--- src/rtl/keyed_wdt_pkg.sv ---
package keyed_wdt_pkg;
  localparam int CODE_W    = 4;
  localparam int CNT_W     = 6;
  localparam int MAX_TICKS = 32;

  localparam logic [7:0] OFS_STAT = 8'h00;
  localparam logic [7:0] OFS_CTRL = 8'h10;
  localparam logic [7:0] OFS_CFG  = 8'h14;
  localparam logic [7:0] OFS_MODE = 8'h18;

  localparam logic [1:0] ACT_SYSRST = 2'b01;

  // Interval code to count of half-second ticks
  function automatic logic [CNT_W-1:0] interval_ticks(input logic [CODE_W-1:0] code);
    logic [CNT_W-1:0] c;
    c = CNT_W'(code);
    if (code == '0)
      return CNT_W'(1);
    else if (code <= CODE_W'(6))
      return c << 1;
    else if (code <= CODE_W'(11))
      return (c << 2) - CNT_W'(12);
    else
      return CNT_W'(MAX_TICKS);
  endfunction
endpackage

--- src/rtl/keyed_wdt_regs.sv ---
module keyed_wdt_regs
  import keyed_wdt_pkg::*;
#(
  parameter int          ADDR_W = 8,
  parameter int          DATA_W = 32,
  parameter int          KEY_W  = 12,
  parameter logic [KEY_W-1:0] KEY = 12'hA57
) (
  input  logic              clk,
  input  logic              rst_n,
  input  logic [ADDR_W-1:0] addr,
  input  logic              wr,
  input  logic [DATA_W-1:0] wdata,
  input  logic              busy,
  input  logic              clear_all,
  input  logic              pend,
  output logic [DATA_W-1:0] rdata,
  output logic              en,
  output logic [CODE_W-1:0] code,
  output logic [1:0]        act,
  output logic              key_hit,
  output logic              en_rise,
  output logic [CODE_W-1:0] load_code,
  output logic              pend_clr_req
);
  localparam int CODE_LSB = 4;

  logic wr_ok, sel_stat, sel_ctrl, sel_cfg, sel_mode;

  assign wr_ok    = wr && !busy;
  assign sel_stat = (addr == ADDR_W'(OFS_STAT));
  assign sel_ctrl = (addr == ADDR_W'(OFS_CTRL));
  assign sel_cfg  = (addr == ADDR_W'(OFS_CFG));
  assign sel_mode = (addr == ADDR_W'(OFS_MODE));

  assign key_hit      = wr_ok && sel_ctrl && wdata[0] && (wdata[KEY_W:1] == KEY);
  assign en_rise      = wr_ok && sel_mode && wdata[0] && !en;
  assign load_code    = en_rise ? wdata[CODE_LSB +: CODE_W] : code;
  assign pend_clr_req = wr_ok && sel_stat && wdata[0];

  always_ff @(posedge clk or negedge rst_n) begin
    if (!rst_n) begin
      en   <= 1'b0;
      code <= '0;
      act  <= '0;
    end else if (clear_all) begin
      en   <= 1'b0;
      code <= '0;
      act  <= '0;
    end else if (wr_ok) begin
      if (sel_cfg) act <= wdata[1:0];
      if (sel_mode) begin
        en   <= wdata[0];
        code <= wdata[CODE_LSB +: CODE_W];
      end
    end
  end

  always_comb begin
    rdata = '0;
    if (sel_stat) rdata[0] = pend;
    if (sel_cfg)  rdata[1:0] = act;
    if (sel_mode) begin
      rdata[0] = en;
      rdata[CODE_LSB +: CODE_W] = code;
    end
  end

  // register state frozen during the reset pulse
  assert_frozen_regs_R10: assert property (@(posedge clk) disable iff (!rst_n)
    (busy && !clear_all) |=> ($stable(en) && $stable(code) && $stable(act)));

  // wipe at end of pulse
  assert_wiped_R7: assert property (@(posedge clk) disable iff (!rst_n)
    clear_all |=> (!en && code == '0 && act == '0));
endmodule

--- src/rtl/keyed_wdt_count.sv ---
module keyed_wdt_count
  import keyed_wdt_pkg::*;
(
  input  logic              clk,
  input  logic              rst_n,
  input  logic              en,
  input  logic              tick,
  input  logic              hold,
  input  logic              clear_all,
  input  logic              reload,
  input  logic [CODE_W-1:0] load_code,
  input  logic [CODE_W-1:0] run_code,
  output logic              fire
);
  logic [CNT_W-1:0] cnt;

  assign fire = en && tick && !hold && !reload && (cnt == CNT_W'(1));

  always_ff @(posedge clk or negedge rst_n) begin
    if (!rst_n)
      cnt <= '0;
    else if (clear_all)
      cnt <= '0;
    else if (hold)
      cnt <= cnt;
    else if (reload)
      cnt <= interval_ticks(load_code);
    else if (fire)
      cnt <= interval_ticks(run_code);
    else if (en && tick && cnt != '0)
      cnt <= cnt - CNT_W'(1);
  end

  // without a reload, tick or wipe the count does not move
  assert_count_stable_R6: assert property (@(posedge clk) disable iff (!rst_n)
    (!clear_all && !reload && !(en && tick)) |=> $stable(cnt));

  // count never exceeds the longest interval
  assert_count_max_R4: assert property (@(posedge clk) disable iff (!rst_n)
    cnt <= CNT_W'(MAX_TICKS));

  // an enabled watchdog always holds a live count
  assert_live_count_R5: assert property (@(posedge clk) disable iff (!rst_n)
    (en && !hold) |-> (cnt != '0));
endmodule

--- src/rtl/keyed_wdt_expiry.sv ---
module keyed_wdt_expiry
  import keyed_wdt_pkg::*;
#(
  parameter int PULSE_CYCLES = 32
) (
  input  logic       clk,
  input  logic       rst_n,
  input  logic       fire,
  input  logic [1:0] act,
  input  logic       pend_clr_req,
  output logic       busy,
  output logic       clear_all,
  output logic       pend
);
  localparam int PW = $clog2(PULSE_CYCLES + 1);

  logic [PW-1:0] pcnt;
  logic          fire_rst, fire_irq;

  assign fire_rst  = fire && (act == ACT_SYSRST);
  assign fire_irq  = fire && (act != ACT_SYSRST);
  assign busy      = (pcnt != '0);
  assign clear_all = (pcnt == PW'(1));

  always_ff @(posedge clk or negedge rst_n) begin
    if (!rst_n)
      pcnt <= '0;
    else if (fire_rst)
      pcnt <= PW'(PULSE_CYCLES);
    else if (busy)
      pcnt <= pcnt - PW'(1);
  end

  always_ff @(posedge clk or negedge rst_n) begin
    if (!rst_n)
      pend <= 1'b0;
    else if (clear_all)
      pend <= 1'b0;
    else if (fire_irq)
      pend <= 1'b1;
    else if (pend_clr_req)
      pend <= 1'b0;
  end

  // a pulse starts only from a reset-action expiry
  assert_pulse_cause_R7: assert property (@(posedge clk) disable iff (!rst_n)
    $rose(busy) |-> $past(fire && act == ACT_SYSRST));

  // pending flag is sticky until cleared
  assert_irq_sticky_R8: assert property (@(posedge clk) disable iff (!rst_n)
    (pend && !pend_clr_req && !clear_all) |=> pend);

  // other-action expiry raises the flag
  assert_irq_set_R8: assert property (@(posedge clk) disable iff (!rst_n)
    (fire && act != ACT_SYSRST) |=> pend);
endmodule

--- src/rtl/keyed_wdt.sv ---
module keyed_wdt
  import keyed_wdt_pkg::*;
#(
  parameter int ADDR_W       = 8,
  parameter int DATA_W       = 32,
  parameter int KEY_W        = 12,
  parameter logic [KEY_W-1:0] KEY = 12'hA57,
  parameter int PULSE_CYCLES = 32
) (
  input  logic              clk,
  input  logic              rst_n,
  input  logic              tick_half_s,
  input  logic [ADDR_W-1:0] bus_addr,
  input  logic              bus_wr,
  input  logic [DATA_W-1:0] bus_wdata,
  output logic [DATA_W-1:0] bus_rdata,
  output logic              irq_o,
  output logic              sys_rst_o
);
  logic              en, key_hit, en_rise, pend_clr_req;
  logic              busy, clear_all, pend, fire;
  logic [CODE_W-1:0] code, load_code;
  logic [1:0]        act;

  keyed_wdt_regs #(
    .ADDR_W(ADDR_W), .DATA_W(DATA_W), .KEY_W(KEY_W), .KEY(KEY)
  ) u_regs (
    .clk(clk), .rst_n(rst_n), .addr(bus_addr), .wr(bus_wr), .wdata(bus_wdata),
    .busy(busy), .clear_all(clear_all), .pend(pend), .rdata(bus_rdata),
    .en(en), .code(code), .act(act), .key_hit(key_hit), .en_rise(en_rise),
    .load_code(load_code), .pend_clr_req(pend_clr_req)
  );

  keyed_wdt_count u_count (
    .clk(clk), .rst_n(rst_n), .en(en), .tick(tick_half_s), .hold(busy),
    .clear_all(clear_all), .reload(key_hit || en_rise), .load_code(load_code),
    .run_code(code), .fire(fire)
  );

  keyed_wdt_expiry #(.PULSE_CYCLES(PULSE_CYCLES)) u_expiry (
    .clk(clk), .rst_n(rst_n), .fire(fire), .act(act),
    .pend_clr_req(pend_clr_req), .busy(busy), .clear_all(clear_all), .pend(pend)
  );

  assign irq_o     = pend;
  assign sys_rst_o = busy;

  // a valid key write never coincides with an expiry
  assert_key_beats_fire_R9: assert property (@(posedge clk) disable iff (!rst_n)
    key_hit |-> !fire);
endmodule

--- config.mk ---
export PLATFORM = sky130hd
export DESIGN_NAME = keyed_wdt
export DESIGN_NICKNAME = d
export VERILOG_FILES = /design/src/rtl/keyed_wdt_pkg.sv /design/src/rtl/keyed_wdt_regs.sv /design/src/rtl/keyed_wdt_count.sv /design/src/rtl/keyed_wdt_expiry.sv /design/src/rtl/keyed_wdt.sv
export SDC_FILE = /design/constraint.sdc
export NUM_CORES = 1
export LEC_CHECK = 0
export BUFFER_PORTS_ARGS = -buffer_cell sky130_fd_sc_hd__buf_2
export CAP_MARGIN = 20
export CELL_PAD_IN_SITES_DETAIL_PLACEMENT = 1
export CELL_PAD_IN_SITES_GLOBAL_PLACEMENT = 1
export CORE_ASPECT_RATIO = 1.5
export CORE_MARGIN = 2
export CORE_UTILIZATION = 32
export CTS_BUF_LIST = sky130_fd_sc_hd__clkbuf_16
export DETAILED_ROUTE_END_ITERATION = 8
export MAX_ROUTING_LAYER = met4
export PLACE_DENSITY_LB_ADDON = 0.08
export SLEW_MARGIN = 20
export SYNTH_ARGS = -nofsm -noshare
export SYNTH_HDL_FRONTEND = slang
export SYNTH_SLANG_ARGS = --single-unit
--- constraint.sdc ---
create_clock -name clk -period 3.25 [get_ports clk]
set_clock_uncertainty 0.2 [all_clocks]
set_input_delay 0.4875 -clock clk [delete_from_list [all_inputs] [get_ports clk]]
set_output_delay 0.4875 -clock clk [all_outputs]
set_load 0.01 [all_outputs]
; ---- After elaboration in Yosys (flattened, before gate mapping)
; Index checks and enable logic that the tools add are counted.
[totals]
elab_cells = 87
ff_bits = 20
out_inout_bits = 34
inputBits = 44
[classes]
order_cmp = 4
muxes = 30
add_sub_neg = 4
reduce_logical = 34
n_eq_ne = 9
[ops]
columns = op, n
row1 = $mux 6, 13
row2 = $eq 8x5->1 const B, 3
row3 = $mux 4, 5
row4 = $logic_and 1x1->1, 16
row5 = $eq 12x12->1 const B, 1
row6 = $eq 6x1->1 const B, 2
row7 = $reduce_bool 6->1, 2
row8 = $sub 6x1->6 const B, 2
row9 = $sub 6x4->6 const B, 2
row10 = $le 4x3->1 const B, 2
row11 = $le 4x4->1 const B, 2
row12 = $logic_not 4->1, 2
row13 = $logic_not 8->1, 1
row14 = $mux 1, 8
row15 = $mux 2, 4
row16 = $reduce_bool 2->1, 4
row17 = $reduce_and 2->1, 3
row18 = $reduce_bool 4->1, 1
row19 = $logic_not 1->1, 3
row20 = $reduce_bool 3->1, 1
row21 = $eq 2x1->1 const B, 1
row22 = $ne 2x1->1 const B, 1
row23 = $ne 2x2->1 const B, 1
row24 = $logic_or 1x1->1, 1

; ---- Logic depth before layout (Yosys ltp)
; Gate-level depths: netlist of run 1.
[logic_depth]
word_depth = 14
depth_mapped = 13
depth_no_buf = 13

; ---- Cells and area by module
; Synthesis of run 1 repeated with hierarchy kept, for this count alone.
[hier_totals]
hier_cells = 245
area_unflattened_um2 = 2158.3
[by_module_without_submodules]
columns = mod, seq_area_each_um2, cells_per_inst, instances, area_each_um2
row1 = keyed_wdt_count, 150.1, 115, 1, 933.4
row2 = keyed_wdt_regs, 175.2, 88, 1, 820.8
row3 = keyed_wdt_expiry, 175.2, 41, 1, 397.9
row4 = keyed_wdt, 0.0, 1, 1, 6.3

; ---- Worst setup path before layout of run 1
; OpenSTA, ideal clock, no wires.
[synth_path]
path_type = flip-flop to flip-flop
startpoint = register u_expiry.pcnt[0]
endpoint = register u_count.cnt[4]
path_slack_ns = 0.133
path_buffers = 1
t_required_ns = 2.918
t_arrival_ns = 2.785
setup_time_ns = 0.132
period_less_slack_ns = 3.117
path_stages_with_launch = 13
cell_sequence = dfrtp_1 -> inv_1 -> ha_1 -> nor3b_4 -> nand3_2 -> or4_1 -> buf_2 -> a21oi_1 -> ha_1 -> nor2_1 -> mux4_2 -> mux2i_1 -> nor2_1
[synth_between]
elab_chain_len = 14
word_cells_on_any_way = 30
cone_classes = add/sub: 1 / order compare: 2 / eq/ne: 2 / mux: 8 / reduce/logical: 17
[synth_lines]
columns = item, line_no
row1 = from (decl), keyed_wdt_expiry.sv:17  ; logic [PW-1:0] pcnt;
row2 = from (signal assigned), keyed_wdt_expiry.sv:29  ; pcnt <= PW'(PULSE_CYCLES);
row3 = from (signal assigned), keyed_wdt_expiry.sv:31  ; pcnt <= pcnt - PW'(1);
row4 = $reduce_bool 6->1, keyed_wdt_expiry.sv:22  ; assign busy = (pcnt != '0);
row5 = $logic_not 1->1, "keyed_wdt_regs.sv:30, keyed_wdt_count.sv:17"
row6 = $logic_and 1x1->1, keyed_wdt_regs.sv:30  ; assign wr_ok = wr && !busy;
row7 = $logic_and 1x1->1 (on tied branches) (3 in series), "keyed_wdt_regs.sv:37, keyed_wdt_regs.sv:36"
row8 = $mux 4 / $logic_or 1x1->1 (equally long branches), "keyed_wdt_regs.sv:38, keyed_wdt.sv:36"
row9 = "$sub 6x4->6, or another cell as far along", keyed_wdt_pkg.sv:22  ; return (c << 2) - CNT_W'(12);
row10 = $mux 6 / $logic_and 1x1->1 (equally long branches), "keyed_wdt_pkg.sv:21, keyed_wdt_count.sv:17"
row11 = $mux 6 / $logic_and 1x1->1 (equally long branches), "keyed_wdt_pkg.sv:19, keyed_wdt_count.sv:17"
row12 = $mux 6 (on tied branches), "keyed_wdt_pkg.sv:17, keyed_wdt_count.sv:28"
row13 = $mux 6, keyed_wdt_count.sv:26  ; else if (reload)
row14 = $mux 6, keyed_wdt_count.sv:24  ; else if (hold)
row15 = $mux 6, keyed_wdt_count.sv:22  ; else if (clear_all)
row16 = to (signal assigned), keyed_wdt_count.sv:25  ; cnt <= cnt;
row17 = to (signal assigned), keyed_wdt_count.sv:27  ; cnt <= interval_ticks(load_code);
row18 = to (signal assigned), keyed_wdt_count.sv:29  ; cnt <= interval_ticks(run_code);
row19 = to (decl), keyed_wdt_count.sv:15  ; logic [CNT_W-1:0] cnt;
; Several ways; a longest one is shown, not always the timed one. The select of a mux whose other input is x is not followed.
; A chain may end at the register's enable or synchronous reset.

; ---- Final worst setup path of run 1
[layout_path]
startpoint = register u_expiry.pcnt[0]
endpoint = register u_count.cnt[1]
[layout_between]
elab_chain_len = 14
word_cells_on_any_way = 29
cone_classes = order compare: 2 / eq/ne: 2 / mux: 8 / reduce/logical: 17
[layout_lines]
columns = item, line_no
row1 = $reduce_bool 6->1, keyed_wdt_expiry.sv:22
row2 = $logic_not 1->1, "keyed_wdt_regs.sv:30, keyed_wdt_count.sv:17"
row3 = $logic_and 1x1->1, keyed_wdt_regs.sv:30
row4 = $logic_and 1x1->1 (on tied branches) (3 in series), "keyed_wdt_regs.sv:37, keyed_wdt_regs.sv:36"
row5 = $mux 4 / $logic_or 1x1->1 (equally long branches), "keyed_wdt_regs.sv:38, keyed_wdt.sv:36"
row6 = $le 4x4->1 / $logic_not 1->1 (equally long branches), "keyed_wdt_pkg.sv:21, keyed_wdt_count.sv:17"
row7 = $mux 6 / $logic_and 1x1->1 (equally long branches), "keyed_wdt_pkg.sv:21, keyed_wdt_count.sv:17"
row8 = $mux 6 / $logic_and 1x1->1 (equally long branches), "keyed_wdt_pkg.sv:19, keyed_wdt_count.sv:17"
row9 = $mux 6 (on tied branches), "keyed_wdt_pkg.sv:17, keyed_wdt_count.sv:28"
row10 = $mux 6, keyed_wdt_count.sv:26
row11 = $mux 6, keyed_wdt_count.sv:24
row12 = $mux 6, keyed_wdt_count.sv:22
; Several ways; a longest one is shown, not always the timed one. The select of a mux whose other input is x is not followed.

==> results of run 1 <==
==> through the flow <==
stage | area (µm²) | setup slack, ns | std cells | utilization [%]
after floorplan | 2200 | 0.133 | 287 | -
after global placement | 2390 | -0.0352 | 382 | 37.1
after detailed placement | 2390 | -0.114 | 382 | 37.1
after CTS | 2510 | 0.0107 | 386 | 39.0
after global routing | 2550 | -0.0225 | 387 | 39.6
final | 2550 | 0.155 | 387 | 39.6
==> state kept, by name, summed over array words and instances, names as in the netlist <==
register,count
u_expiry.pcnt,6
u_expiry.pend,1
u_regs.en,1
u_regs.code,4
u_count.cnt,6
u_regs.act,2
==> final cells by class <==
type | instances | area, µm² | area share [%]
Tap cell | 76 | 95.1 | 3.73
Sequential cell | 20 | 500 | 19.6
Clock buffer | 3 | 75.1 | 2.94
Clock inverter | 1 | 30.0 | 1.18
Timing Repair Buffer | 55 | 337 | 13.2
Multi-Input combinational cell | 217 | 1460 | 57.2
Inverter | 15 | 56.3 | 2.21
==> power breakdown <==
group	switching (W)	internal [W]	total, W
sequential	0.0000518	0.000296	0.000348
clock	0.000111	0.000245	0.000356
combinational	0.000237	0.000201	0.000438
total	0.000400	0.000742	0.00114
==> worst max-delay path: stages, from the launching register on <==
cell       delay, ns
dfrtp_1         0.39
inv_2           0.07
ha_2            0.18
nor3b_4         0.24
nand3_2         0.13
or4_4           0.52
nor2_1          0.11
a21o_1          0.15
ha_4            0.19
nor2_2          0.05
a2111oi_1       0.46
o22ai_1         0.16
a21oi_1         0.17
==> what timing repair did <==
action | 4_1_cts | 5_1_grt
setup endpoints to repair | 2 | 4
gates cloned | 0 | 0
resized for setup | 6 | 9
endpoints found under the hold margin | 0 | 0
setup buffers | 0 | 1
hold buffers | 0 | 0
pin swaps | 1 | 5
==> worst paths after layout <==
check | endpoint | slack, ns
min | u_expiry.pcnt[4]$_DFFE_PN0P_ | -0.01
max in group asynchronous | u_regs.code[1]$_DFFE_PN0P_ | 2.52
min in group clk | u_regs.act[1]$_DFFE_PN0P_ | 0.28
min reg2reg | u_expiry.pcnt[3]$_DFFE_PN0P_ | 0.35
max reg2reg | u_count.cnt[1]$_DFFE_PN0P_ | 0.16
max | u_count.cnt[1]$_DFFE_PN0P_ | 0.16
==> metal layers <==
metal,share of wire (%),vias up,GRT usage (%)
li1,-,991,-
met5,0,-,-
met3,3.4,17,1.84
met1,42,1018,22.2
met4,3.1,0,8.28
met2,51,52,35.3
==> placed cells by master, fill, tap and decap left out, types with 7 or more instances in the layout <==
cell,instances
buf_2,32
buf_4,22
nor2_1,16
or3_1,8
nand2_1,19
a21oi_1,11
ha_1,9
dfrtp_1,20
conb_1,26
inv_1,14
nand3_1,9
and2_1,7
==> cell families (layout without fill, tap and decap cells) <==
kind of cell | Yosys count | count (layout) | share of synthesized area, %
and+or+nand+nor | 113 | 113 | 31.3
AOI/OAI and AO/OA | 51 | 51 | 16.5
buffers and inverters | 50 | 74 | 13.7
DFF | 20 | 20 | 23.8
adders and majority gates | 11 | 11 | 6.53
xor gates and xnor gates | 8 | 8 | 3.33
muxes | 8 | 8 | 4.75
other | 1 | 26 | 0.178
==> run summary, run 1 <==
GRT overflow: 0
full die area: 7260 µm²
ys async rst share: 100%
Fillers: 813
Leak Pwr: 1.21 nW
Synth area leader: dfrtp_1
Synth Flop Type: dfrtp_1
worst-margin pin slew: 0.574 ns
EDFF count, synth: 0
total track usage: 19.6%
Final ANT Viol Nets: 0
Max-slew headroom: 61.4%
post-synthesis cell type count: 55
Hold WS: -0.0131 ns
drt pass-1 iters: 4
Power Total: 0.00114 W
status: complete, but fails checks
largest net degree at the start of global routing: 21
Power Density: 447 nW/µm²
DRT Wirelength: 6.65 mm
vias per inst: 5.37
Reg-to-Reg Start: u_expiry.pcnt[0]$_DFFE_PN0P_
Avg Synthesized Cell Area: 8.04 µm²
IO buf count: 32
vias in the first global route: 2,139
synthesized flop and latch total: 20
sequential area share after synthesis: 23.8%
clock-pin slew on the worst setup and hold paths: 0.07 ns
Final Net Count: 367
Post-Syn Area: 2110 µm²
CTS sink count: 20
Setup Crit Path Kind: register to register
Ys Warns: 0
core box area: 6440 µm²
worst vdd ir: 0.220 mV
sum of negative setup slack: 0 ns
Yosys top cell area share: 23.8%
total CTS buffers: 3
initial antenna violation count: 0
Slew Viols, Final: 0
HP Class: input pin to async pin
crit end category: register
Cells after Synth: 262
IO Pins: 78
Final min period: 3.09 ns
initial core utilization: 32.7%
failing checks: negative hold slack
layout cells sized above 1: 26.0%
Initial DRC Count: 80
DIE WIDTH: 70.3 µm
DR vias: 2,078
count leader, synth: buf_4
gpl congestion: 0.861
Crit. Startpoint: u_expiry.pcnt[0]$_DFFE_PN0P_
Detailed Place HPWL: 5.35 mm
Worst-Skew Late Latency: 0.26 ns
top cells by area, synth: dfrtp_1, buf_4, ha_1
P&R area growth vs syn: 21.1%
Max Fclk: 323 MHz
drt wl/cell: 17.2 µm
Clock Tree Buf Depth: 2
CTS tree: built
Data required, critical path: 3.24 ns
final setup vio count: 0
first-pass GRT wire length: 10.9 mm
Clock Root Buffer: clkbuf_16
Core Rows: 36
Arr. time, crit path: 3.08 ns
Die Span Y: 103 µm
final hold violations: 20
period utilization: 95.2%
Residual DRC: 0
H-tree levels: 1
commonest cells in the synthesized netlist: buf_4, dfrtp_1, nand2_1, nor2_1, inv_1
critical path peak fanout: 5
critical path startpoint category: register
Max-Cap Viols: 0
worst r2r path cells: 12
antenna cells: 0
(Power assumes the default switching activity.)
==> inputs of run 2 (changes only) <==
--- a/config.mk
+++ b/config.mk
@@ -5,13 +5,14 @@
 export SDC_FILE = /design/constraint.sdc
 export NUM_CORES = 1
 export LEC_CHECK = 0
+export ABC_AREA = 1
 export BUFFER_PORTS_ARGS = -buffer_cell sky130_fd_sc_hd__buf_2
 export CAP_MARGIN = 20
 export CELL_PAD_IN_SITES_DETAIL_PLACEMENT = 1
 export CELL_PAD_IN_SITES_GLOBAL_PLACEMENT = 1
 export CORE_ASPECT_RATIO = 1.5
 export CORE_MARGIN = 2
-export CORE_UTILIZATION = 32
+export CORE_UTILIZATION = 31
 export CTS_BUF_LIST = sky130_fd_sc_hd__clkbuf_16
 export DETAILED_ROUTE_END_ITERATION = 8
 export MAX_ROUTING_LAYER = met4
==> run 2 against run 1 <==
The flow now finishes without violations. Critical path type unchanged. Synthesized area up 0.53%. Critical path depth is 5 higher. Worst setup slack improved by 0.49 ns. Critical endpoint is now u_count.cnt[3]$_DFFE_PN0P_.
==> run summary, run 2 <==
Final ANT Viol Nets: 0 (unchanged)
Data required, critical path: 3.20 ns (was 3.24 ns)
initial core utilization: 32.2% (was 32.7%)
drt pass-1 iters: 4 (unchanged)
Clock Root Buffer: clkbuf_16 (unchanged)
crit end category: register (unchanged)
IO buf count: 32 (unchanged)
clock-pin slew on the worst setup and hold paths: 0.06 ns (was 0.07 ns)
Adder-Cell Fraction of Synth Area: 6.50% (was 6.53%)
HP Class: input pin to async pin (unchanged)
Setup Buffers After CTS: 0 (unchanged)
Compound-Gate Fraction of Synth Area: 7.27% (was 16.5%)
P&R area growth vs syn: 11.7% (was 21.1%)
Max-slew headroom: 63.2% (was 61.4%)
Power Density: 462 nW/µm² (was 447 nW/µm²)
final instance area: 2370 µm² (was 2550 µm²)
Worst-Skew Late Latency: 0.25 ns (was 0.26 ns)
final setup vio count: 0 (unchanged)
Final Net Count: 411 (was 367)
antenna cells: 0 (unchanged)
DR vias: 1,978 (was 2,078)
total track usage: 15.7% (was 19.6%)
most frequent cells in the layout: nand2_1, inv_1, nor2_1, buf_2, conb_1 (was buf_2, conb_1, buf_4, dfrtp_1, nand2_1)
most frequent CP cell: nand2_1
Die Span Y: 105 µm (was 103 µm)
top cells by area, synth: dfrtp_1, nand2_1, buf_4 (was dfrtp_1, buf_4, ha_1)
commonest cells in the synthesized netlist: nand2_1, inv_1, nor2_1 (was buf_4, dfrtp_1, nand2_1, nor2_1, inv_1)
slowest cell on the critical path: dfrtp_1 (was or4_4)
total CTS buffers: 3 (unchanged)
Leak Pwr: 1.28 nW (was 1.21 nW)
synthesized flop and latch total: 20 (unchanged)
Max-Cap Viols: 0 (unchanged)
Avg Synthesized Cell Area: 6.58 µm² (was 8.04 µm²)
Core Rows: 36 (unchanged)
Ys Warns: 0 (unchanged)
Residual DRC: 0 (unchanged)
biggest regs: u_count.cnt x6, u_expiry.pcnt x6, u_regs.code x4 (unchanged)
Post-Syn Area: 2120 µm² (was 2110 µm²)
Worst path max stage delay: 0.40 ns (was 0.52 ns)
initial antenna violation count: 0 (unchanged)
sum of negative setup slack: 0 ns (unchanged)
gpl congestion: 0.770 (was 0.861)
post-synthesis cell type count: 30 (was 55)
Synth area leader: dfrtp_1 (unchanged)
DRT Wirelength: 5.58 mm (was 6.65 mm)
H-tree levels: 1 (unchanged)
final hold violations: 0 (was 20)
full die area: 7520 µm² (was 7260 µm²)
RSZ-0062 raised after global routing: no
Crit. Startpoint: u_expiry.pcnt[0]$_DFFE_PN0P_ (unchanged)
CP Cell Sequence: inv_1, ha_1, nand3_4, nor2_4, nand3_4, nand2_1, o21a_2, inv_1, ha_1, inv_1, nand3_2, nand2_2, nand2_1, nand2_1, nand2_1, nand2_1, nand2_1 (was inv_2, ha_2, nor3b_4, nand3_2, or4_4, nor2_1, a21o_1, ha_4, nor2_2, a2111oi_1, o22ai_1, a21oi_1)
reg2reg setup slack: 0.65 ns (was 0.16 ns)
core box area: 6580 µm² (was 6440 µm²)
Fillers: 888 (was 813)
CP endpoint: u_count.cnt[3]$_DFFE_PN0P_ (was u_count.cnt[1]$_DFFE_PN0P_)
Max Fclk: 384 MHz (was 323 MHz)
Synth Area in Simple Gates: 41.2% (was 31.3%)
Reg-to-Reg Start: u_expiry.pcnt[0]$_DFFE_PN0P_ (unchanged)
reg2reg end: u_count.cnt[3]$_DFFE_PN0P_ (was u_count.cnt[1]$_DFFE_PN0P_)
DIE WIDTH: 71.5 µm (was 70.3 µm)
worst-margin pin slew: 0.552 ns (was 0.574 ns)
Initial DRC Count: 57 (was 80)
vias per inst: 4.59 (was 5.37)
EDFF count, synth: 0 (unchanged)
status: finished, final reports clean (was complete, but fails checks)
CTS Hold Bufs: 0 (unchanged)
CTS sink count: 20 (unchanged)
GRT overflow: 0 (unchanged)
Arr. time, crit path: 2.55 ns (was 3.08 ns)
vias in the first global route: 2,021 (was 2,139)
layout cells sized above 1: 18.3% (was 26.0%)
Final Util: 36.0% (was 39.6%)
dpl cell area: 2260 µm² (was 2390 µm²)
Setup Crit Path Kind: register to register (unchanged)
worst vdd ir: 0.212 mV (was 0.220 mV)
Cells after Synth: 322 (was 262)
Clock Tree Buf Depth: 2 (unchanged)
largest net degree at the start of global routing: 21 (unchanged)
period utilization: 80.1% (was 95.2%)
Post-CTS Resized: 0 (was 6)
sequential area share after synthesis: 23.6% (was 23.8%)
Slew Viols, Final: 0 (unchanged)
mux cell area share after synthesis: 0% (was 4.75%)
worst r2r path cells: 17 (was 12)
CTS tree: built (unchanged)
largest family of logic cells by synthesized area: simple AND/OR/NAND/NOR gates (unchanged)
count leader, synth: nand2_1 (was buf_4)
xor/xnor share of the synthesized area: 3.31% (was 3.33%)
first-pass GRT wire length: 9.32 mm (was 10.9 mm)
critical path startpoint category: register (unchanged)
Synth Flop Type: dfrtp_1 (unchanged)
IO Pins: 78 (unchanged)
Yosys top cell area share: 23.6% (was 23.8%)
critical path peak fanout: 7 (was 5)
drt wl/cell: 12.9 µm (was 17.2 µm)
ys async rst share: 100% (unchanged)
Final min period: 2.60 ns (was 3.09 ns)
commonest non-fill, non-tap cell in the layout: nand2_1 (was buf_2)
Detailed Place HPWL: 4.76 mm (was 5.35 mm)
==> run 2: cell types whose count changed after synthesis, sizes merged, moves of 7 or more <==
cell   before  now
nor2       20   50
nand2      19   94
nand3      10   23
and2        7    0
or3         8    0
inv        15   46
o21ai       7   15
==> run 2: metrics by stage <==
stage	std cells	setup WS (ns)	power [W]	hold WS, ns
5_1_grt	431	0.431	0.00119	0.0390
3_5_place_dp	427	0.619	0.000769	0.276
4_1_cts	431	0.604	0.00112	0.00953
2_1_floorplan	347	0.948	0.000686	-0.00809
6_report	431	0.647	0.00109	0.00113
3_3_place_gp	427	0.652	0.000761	0.260
==> run 2: area by class of cell <==
type | count | area (µm²) | area share, %
multi-input cells | 253 | 1330 | 56.3
flip-flops and latches | 20 | 500 | 21.2
inverters | 46 | 173 | 7.30
repair buffers | 32 | 160 | 6.77
well taps | 76 | 95.1 | 4.02
clock buffers | 3 | 75.1 | 3.17
clock inverters | 1 | 30.0 | 1.27
==> run 2: how the worst min path moves through the flow <==
stage                         startpoint  cells after the start                            to  slack (ns)
2_1_floorplan                      rst_n                      0    u_count.cnt[0]$_DFFE_PN0P_      -0.008
3_3_place_gp   u_regs.act[1]$_DFFE_PN0P_                      2     u_regs.act[1]$_DFFE_PN0P_        0.26
3_5_place_dp   u_regs.act[1]$_DFFE_PN0P_                      2     u_regs.act[1]$_DFFE_PN0P_        0.28
4_1_cts                            rst_n                      1  u_expiry.pcnt[0]$_DFFE_PN0P_        0.01
5_1_grt                            rst_n                      1    u_count.cnt[3]$_DFFE_PN0P_        0.04
6_report                           rst_n                      1    u_count.cnt[3]$_DFFE_PN0P_       0.001
==> run 2: routing by layer <==
layer / vias to the layer above / share of wire (%) / global-route usage, %
li1: 1021 / - / -
met2: 35 / 55 / 29.8
met3: 4 / 3.4 / 1.43
met5: - / 0 / -
met4: 0 / 0.63 / 2.43
met1: 918 / 41 / 17.9
==> run 2: worst max-delay path: cells and delay by family (launching register included) <==
family | cells | cell delay [ns]
simple gates | 11 | 0.99
buf+inv | 3 | 0.25
flops | 1 | 0.40
fa+ha+maj | 2 | 0.44
compound gates | 1 | 0.19
==> run 2: where the power goes <==
| part | internal, W | total [W] | switching, W |
|---|---|---|---|
| Clock | 0.000244 | 0.000340 | 0.0000957 |
| Combinational | 0.000142 | 0.000398 | 0.000255 |
| Sequential | 0.000299 | 0.000356 | 0.0000564 |
==> run 2: cell families after synthesis <==
group           after synthesis
simple gates                180
other cells                   1
fa+ha+maj                    11
buf+inv                      74
compound gates               28
flops                        20
xor+xnor                      8
